**src/rtl/linescan_timing.sv**
```systemverilog
module linescan_timing #(
  parameter int NPIX  = 256,
  parameter int DIV_W = 8,
  parameter int INT_W = 12,
  parameter int DLY_W = 8,
  localparam int IDX_W = $clog2(NPIX)
) (
  input  logic             clk,
  input  logic             rst_n,
  input  logic [DIV_W-1:0] half_div,
  input  logic [INT_W-1:0] int_len,
  input  logic [DLY_W-1:0] stb_dly,
  input  logic             frame_req,
  output logic             sclk,
  output logic             si,
  output logic             dis,
  output logic             adc_stb,
  output logic [IDX_W-1:0] pix_idx,
  output logic             frame_end
);
  localparam logic [IDX_W-1:0] LAST = IDX_W'(NPIX - 1);

  logic [DIV_W-1:0] div_cnt;
  logic [DLY_W-1:0] dcnt;
  logic [INT_W-1:0] icnt;
  logic req_q, active, pend, irun;

  wire tick      = div_cnt >= half_div;
  wire rise_ev   = tick & ~sclk;
  wire fall_ev   = tick & sclk;
  wire last      = pix_idx == LAST;
  wire launch    = fall_ev & ~si & req_q & ~active;
  wire capture   = rise_ev & (si | (active & ~last));
  wire fire      = pend & (dcnt == stb_dly);
  wire int_start = rise_ev & active & ~si & (pix_idx == IDX_W'(1));

  always_ff @(posedge clk or negedge rst_n) begin
    if (!rst_n) begin
      div_cnt <= '0;
      sclk    <= 1'b0;
      si      <= 1'b0;
      req_q   <= 1'b0;
    end else begin
      div_cnt <= tick ? '0 : div_cnt + 1'b1;
      sclk    <= sclk ^ tick;
      if (fall_ev) si <= launch;
      req_q   <= frame_req | (req_q & ~launch);
    end
  end

  always_ff @(posedge clk or negedge rst_n) begin
    if (!rst_n) begin
      active    <= 1'b0;
      pix_idx   <= '0;
      pend      <= 1'b0;
      dcnt      <= '0;
      adc_stb   <= 1'b0;
      frame_end <= 1'b0;
    end else begin
      if (rise_ev & si)       active <= 1'b1;
      else if (fire & last)   active <= 1'b0;
      if (rise_ev & si)       pix_idx <= '0;
      else if (capture)       pix_idx <= pix_idx + 1'b1;
      if (capture) begin
        pend <= 1'b1;
        dcnt <= '0;
      end else if (fire) begin
        pend <= 1'b0;
      end else if (pend) begin
        dcnt <= dcnt + 1'b1;
      end
      adc_stb   <= fire;
      frame_end <= fire & last & active;
    end
  end

  always_ff @(posedge clk or negedge rst_n) begin
    if (!rst_n) begin
      dis  <= 1'b1;
      irun <= 1'b0;
      icnt <= '0;
    end else if (launch) begin
      dis  <= 1'b0;
      irun <= 1'b0;
    end else if (int_start) begin
      icnt <= int_len;
      if (int_len == '0) dis  <= 1'b1;
      else               irun <= 1'b1;
    end else if (rise_ev & irun) begin
      icnt <= icnt - 1'b1;
      if (icnt == INT_W'(1)) begin
        dis  <= 1'b1;
        irun <= 1'b0;
      end
    end
  end
endmodule

```
**config.mk**
```make
export PLATFORM = sky130hd
export DESIGN_NAME = linescan_timing
export DESIGN_NICKNAME = d
export VERILOG_FILES = /design/src/rtl/linescan_timing.sv
export SDC_FILE = /design/constraint.sdc
export NUM_CORES = 1
export LEC_CHECK = 0
export BUFFER_PORTS_ARGS = -buffer_cell sky130_fd_sc_hd__buf_4
export CORE_UTILIZATION = 45
export DETAILED_ROUTE_END_ITERATION = 7
export PLACE_DENSITY = 0.71
export SLEW_MARGIN = 20
export SYNTH_ARGS = -nofsm -noshare
export SYNTH_HDL_FRONTEND = slang
export SYNTH_SLANG_ARGS = --single-unit
export TNS_END_PERCENT = 20
```
**constraint.sdc**
```tcl
create_clock -name clk -period 7.2 [get_ports clk]
set_input_delay 1.44 -clock clk [delete_from_list [all_inputs] [get_ports clk]]
set_output_delay 1.44 -clock clk [all_outputs]
set_load 0.01 [all_outputs]
```
### Word level (Yosys, flattened, before mapping)

Index checks and enable logic that the tools add are counted.

| cells by class | value |
|---|---|
| reduce and logical (&&, ||, !) cells | 12 |
| bitwise logic cells | 24 |
| equality and inequality tests | 7 |
| add/sub/neg operators | 4 |
| mux-type cells | 22 |
| order comparisons | 1 |

Operator list:

| kind | count |
|---|---|
| 8-bit 2-to-1 mux | 6 |
| 8-bit by 1-bit adder with 8-bit output, second input constant | 3 |
| 12-bit 2-to-1 mux | 2 |
| 1-bit bitwise AND | 16 |
| 1-bit 2-to-1 mux | 14 |
| 12-bit by 1-bit equality test with 1-bit output, second input constant | 1 |
| 12-bit zero test | 1 |
| 12-bit by 1-bit subtractor with 12-bit output, second input constant | 1 |
| 2-bit nonzero test | 5 |
| 8-bit by 1-bit equality test with 1-bit output, second input constant | 1 |
| 8-bit equality test | 1 |
| 8-bit equality test, second input constant | 1 |
| 8-bit greater-or-equal comparator | 1 |
| 3-bit AND reduction | 2 |
| 3-bit nonzero test | 2 |
| 1-bit NOT | 5 |
| 2-bit AND reduction | 2 |
| 3-bit by 2-bit inequality test with 1-bit output, second input constant | 1 |
| 3-bit inequality test, second input constant | 1 |
| 2-bit inequality test, second input constant | 1 |
| 1-bit OR | 2 |
| 1-bit XOR | 1 |

| word-level totals | value |
|---|---|
| bits of input ports | 31 |
| logic and storage cells | 83 |
| register bits after elaboration | 45 |
| output and inout bits | 13 |

### Logic depth before layout (Yosys ltp)

| logic depth | value |
|---|---|
| depth after elaboration | 8 |
| gate-level depth with buffers | 12 |

### Least setup slack after synthesis

No wires, ideal clock.

| path | value |
|---|---|
| path type | input port to flip-flop |
| start | in half_div[0] |
| end | reg icnt[3] |
| stages | 11 |
| path slack | 3.102 ns |
| library setup time | 0.137 ns |
| buffers on the path | 0 |
| arrival | 3.961 ns |
| cells stage by stage | ha_1 > nand2b_1 > a21o_1 > a211oi_1 > o31ai_1 > ha_1 > nand2_1 > nor4b_1 > and2b_2 > xnor2_1 > a21oi_1 |

| between the ends | value |
|---|---|
| cells in the longest elaborated chain, start to end | 7 |

Ends and longest elaborated chain:

| item | RTL line | source |
|---|---|---|
| start, declared | 10 | `input logic [DIV_W-1:0] half_div,` |
| 8-bit greater-or-equal comparator * | 28 | `wire tick = div_cnt >= half_div;` |
| 1-bit bitwise AND, on equally long branches | 29, 30 |  |
| 1-bit bitwise AND, on equally long branches (3 in a row) | 35, 32 |  |
| 2-bit nonzero test (no source line) / 1-bit NOT (equally long branches) | - |  |
| 2-bit AND reduction (no source line) | - |  |
| end signal, assigned | 86 | `icnt <= int_len;` |
| end signal, assigned | 90 | `icnt <= icnt - 1'b1;` |
| end, declared | 25 | `logic [INT_W-1:0] icnt;` |

Every way passes the cells marked *; elsewhere a longest branch is shown, timed or not.
A chain may end at the register's enable or synchronous reset.

### Final worst setup path

| path | value |
|---|---|
| start | in half_div[0] |
| end | reg dis |

| between the ends | value |
|---|---|
| cells in the longest elaborated chain, start to end | 7 |

Ends and longest elaborated chain:

| item | RTL line | source |
|---|---|---|
| 8-bit greater-or-equal comparator * | 28 |  |
| 1-bit bitwise AND, on equally long branches | 30, 29 |  |
| 1-bit bitwise AND, on equally long branches (3 in a row) | 32, 35 |  |
| 3-bit by 2-bit inequality test with 1-bit output (no source line), or another cell as far along | - |  |
| 3-bit AND reduction (no source line) / 1-bit 2-to-1 mux (equally long branches) | - |  |
| end signal, assigned | 79 | `dis <= 1'b1;` |
| end signal, assigned | 83 | `dis <= 1'b0;` |
| end signal, assigned | 87 | `if (int_len == '0) dis <= 1'b1;` |
| end, declared | 16 | `output logic dis,` |

Marked as above.

==> impl_metrics.ini <==
[clocking]
clock_path_buffers = 2
cts-buffers-inserted = 5
cts.repair.resized = 0
cts_setup_buffers = 0
root_buffer = clkbuf_8
htree_num_levels = 2
tritoncts = yes
cts.sinks = 45
cts_hold_buffers = 0
path_clk_slew_ns = 0.09
insertion_delay_ns = 0.30

[synth]
synth_top_area_cell = dfrtp_1
synth_top_area_share_pct = 43.7
synth_cell_type_count = 39
yosysMostFrequentCell = dfrtp_1
avgSynthCellArea_um2 = 9.51
synthCells = 265
synth_common_cells = 44 x dfrtp_1, 35 x nor2_1, 22 x a21oi_1
synth_fp_nets = 312
syn_area_um2 = 2520
synth_warnings = 0
synthFlopType = dfrtp_1
ys_seq_elements = 45
synth_edf_count = 0
yosysSeqAreaShare_pct = 44.7
async_flop_share_pct = 100
yosys-top-cells-area = dfrtp_1 44%, ha_1 7.9%, xor2_1 5.9%, nor2_1 5.2%, xnor2_1 5.2%

[run]
maxCapViolations = 0

[sta]
tns_ns = 0
hold_ws_ns = 0.486
post-route-min-period_ns = 4.20
final-setup-viol-count = 0
fmax_mhz = 238
finalHoldViolCount = 0
slew_viol_final = 0
maxSlewHeadroom_pct = 35.8
fin_skew_ns = 0.00742
rsz0062_at_grt = false
worst_pin_slew_ns = 0.960
fin_crit_sh_pct = 58.4

[critical_path]
arrival_ns = 4.45
path_class = in2reg
startpoint_type = input port
worstSetupEndpointType = register
crit_fanout = 26
critPathRequiredTime_ns = 7.44

[detailed_routing]
drc = 0
dr.pass1.iters = 4
vias_per_cell = 5.39
wl_per_cell_um = 13.2
routed_wl_um = 5070
antenna_left = 0
via_count = 2068
drt-initial-drc-count = 110

[die]
dieArea_um2 = 5900
rows = 26
core-area_um2 = 5240
start_util_pct = 48.1
fp.dieH_um = 76.8
fp.dieW_um = 76.8
io_pins = 44

[final_layout]
regArea_um2 = 1130
final_core_util_pct = 58.2
area_growth_pct = 20.9
diodes = 0
drive_gt1_share_pct = 19.1
n_fill_cell = 498
multiInputGateArea_um2 = 1320
nets = 360

[global_route]
grt_pass1_vias = 1969
grt_usage_pct = 18.6
grt_start_max_net_pins = 46
antenna_found_initial = 0
grt_pass1_wl_um = 8770
grt_overflow = 0

[place]
io_buffers = 43
gp_congestion = 0.799
detailed_place_hpwl_um = 3660

[status]
status = complete, no violations

[power_and_ir_drop]
ir_drop_uv = 161
p_per_area_nw_per_um2 = 291
power.leakage_nw = 1.47

[worst_hold_path]
hold_class = reg2reg
worst paths after layout:
path | start | to | depth (start not counted) | slack, ns
hold reg to reg | req_q | req_q | 1 | 0.49
min in group asynchronous | rst_n | div_cnt[4] | 1 | 1.12
setup / recovery | half_div[0] | dis | 13 | 3.00
setup reg to reg | div_cnt[0] | dis | 13 | 3.73
max in group asynchronous | rst_n | icnt[11] | 1 | 5.69
hold / removal | req_q | req_q | 1 | 0.49
final cells by class:
class / count / area share [%]
multi-input combinational: 201 / 43.4
sequential: 45 / 37.0
timing repair buffer: 44 / 10.8
tap: 70 / 2.87
clock buffer: 6 / 2.71
inverter: 16 / 1.97
clock inverter: 2 / 1.23
layer usage:
layer | track usage [%] | share of wire [%]
met1 | 23.4 | 45
met2 | 30.9 | 49
met3 | 4.17 | 4.2
met4 | 6.92 | 1.1
met5 | 0 | 0
power breakdown:
| group | internal (mW) | leakage, nW | switching (mW) |
|---|---|---|---|
| clock | 0.113 | 0.0574 | 0.0881 |
| sequential | 0.319 | 0.585 | 0.0852 |
| combinational | 0.142 | 0.829 | 0.139 |
| total | 0.574 | 1.47 | 0.312 |
logic make-up (layout without fill, tap and decap cells):
kind of cell	count (synthesis)	count (layout)	share of synthesized area, %
buffers and inverters	19	68	2.83
and+or+nand+nor	110	110	23.4
AOI/OAI and AO/OA	42	42	9.53
muxes	1	1	0.447
adders and majority gates	16	16	7.94
DFF	45	45	44.7
xor gates and xnor gates	32	32	11.1
cell usage in the layout (no fill, tap or decap), drive strengths merged, types with 2 or more instances in the layout:
cell type and n:
nor2 35, o21ai 8, or3 6, buf 44
dfrtp 44, a21o 4, nor4b 2, nor4 6
clkbuf 6, nand4 9, and2 4, ha 16
inv 16, a31oi 2, xor2 17, nand3 16
xnor2 15, o31ai 2, nand2 14, or4 3
and2b 2, and3 4, a21oi 22, nor3 4
registers in the layout (all words and copies together), names as in the netlist:
register,flops
pix_idx,8
si,1
adc_stb,1
irun,1
frame_end,1
icnt,12
active,1
dcnt,8
req_q,1
dis,1
sclk,1
pend,1
div_cnt,8
stage by stage:
step           setup slack (ns)  cells  power [mW]  instance area (um^2)
2_1_floorplan              3.10    265       0.590                  2520
4_1_cts                    3.01    384       0.894                  3050
6_report                   3.00    384       0.886                  3050
3_3_place_gp               2.71    376       0.677                  2930
5_1_grt                    2.77    384       0.955                  3050
3_5_place_dp               2.72    376       0.688                  2930
worst max-delay path, cell delays in order:
cell and delay [ns]:
buf_4 0.11, ha_1 0.26, nand2b_1 0.09, a21o_1 0.12
a211oi_1 0.06, o31ai_1 0.20, buf_4 0.21, ha_1 0.32
and2_1 0.19, nand3_1 0.66, a31oi_1 0.50, a21oi_1 0.08
o21a_1 0.21
Power figures use the tool's default switching activity.
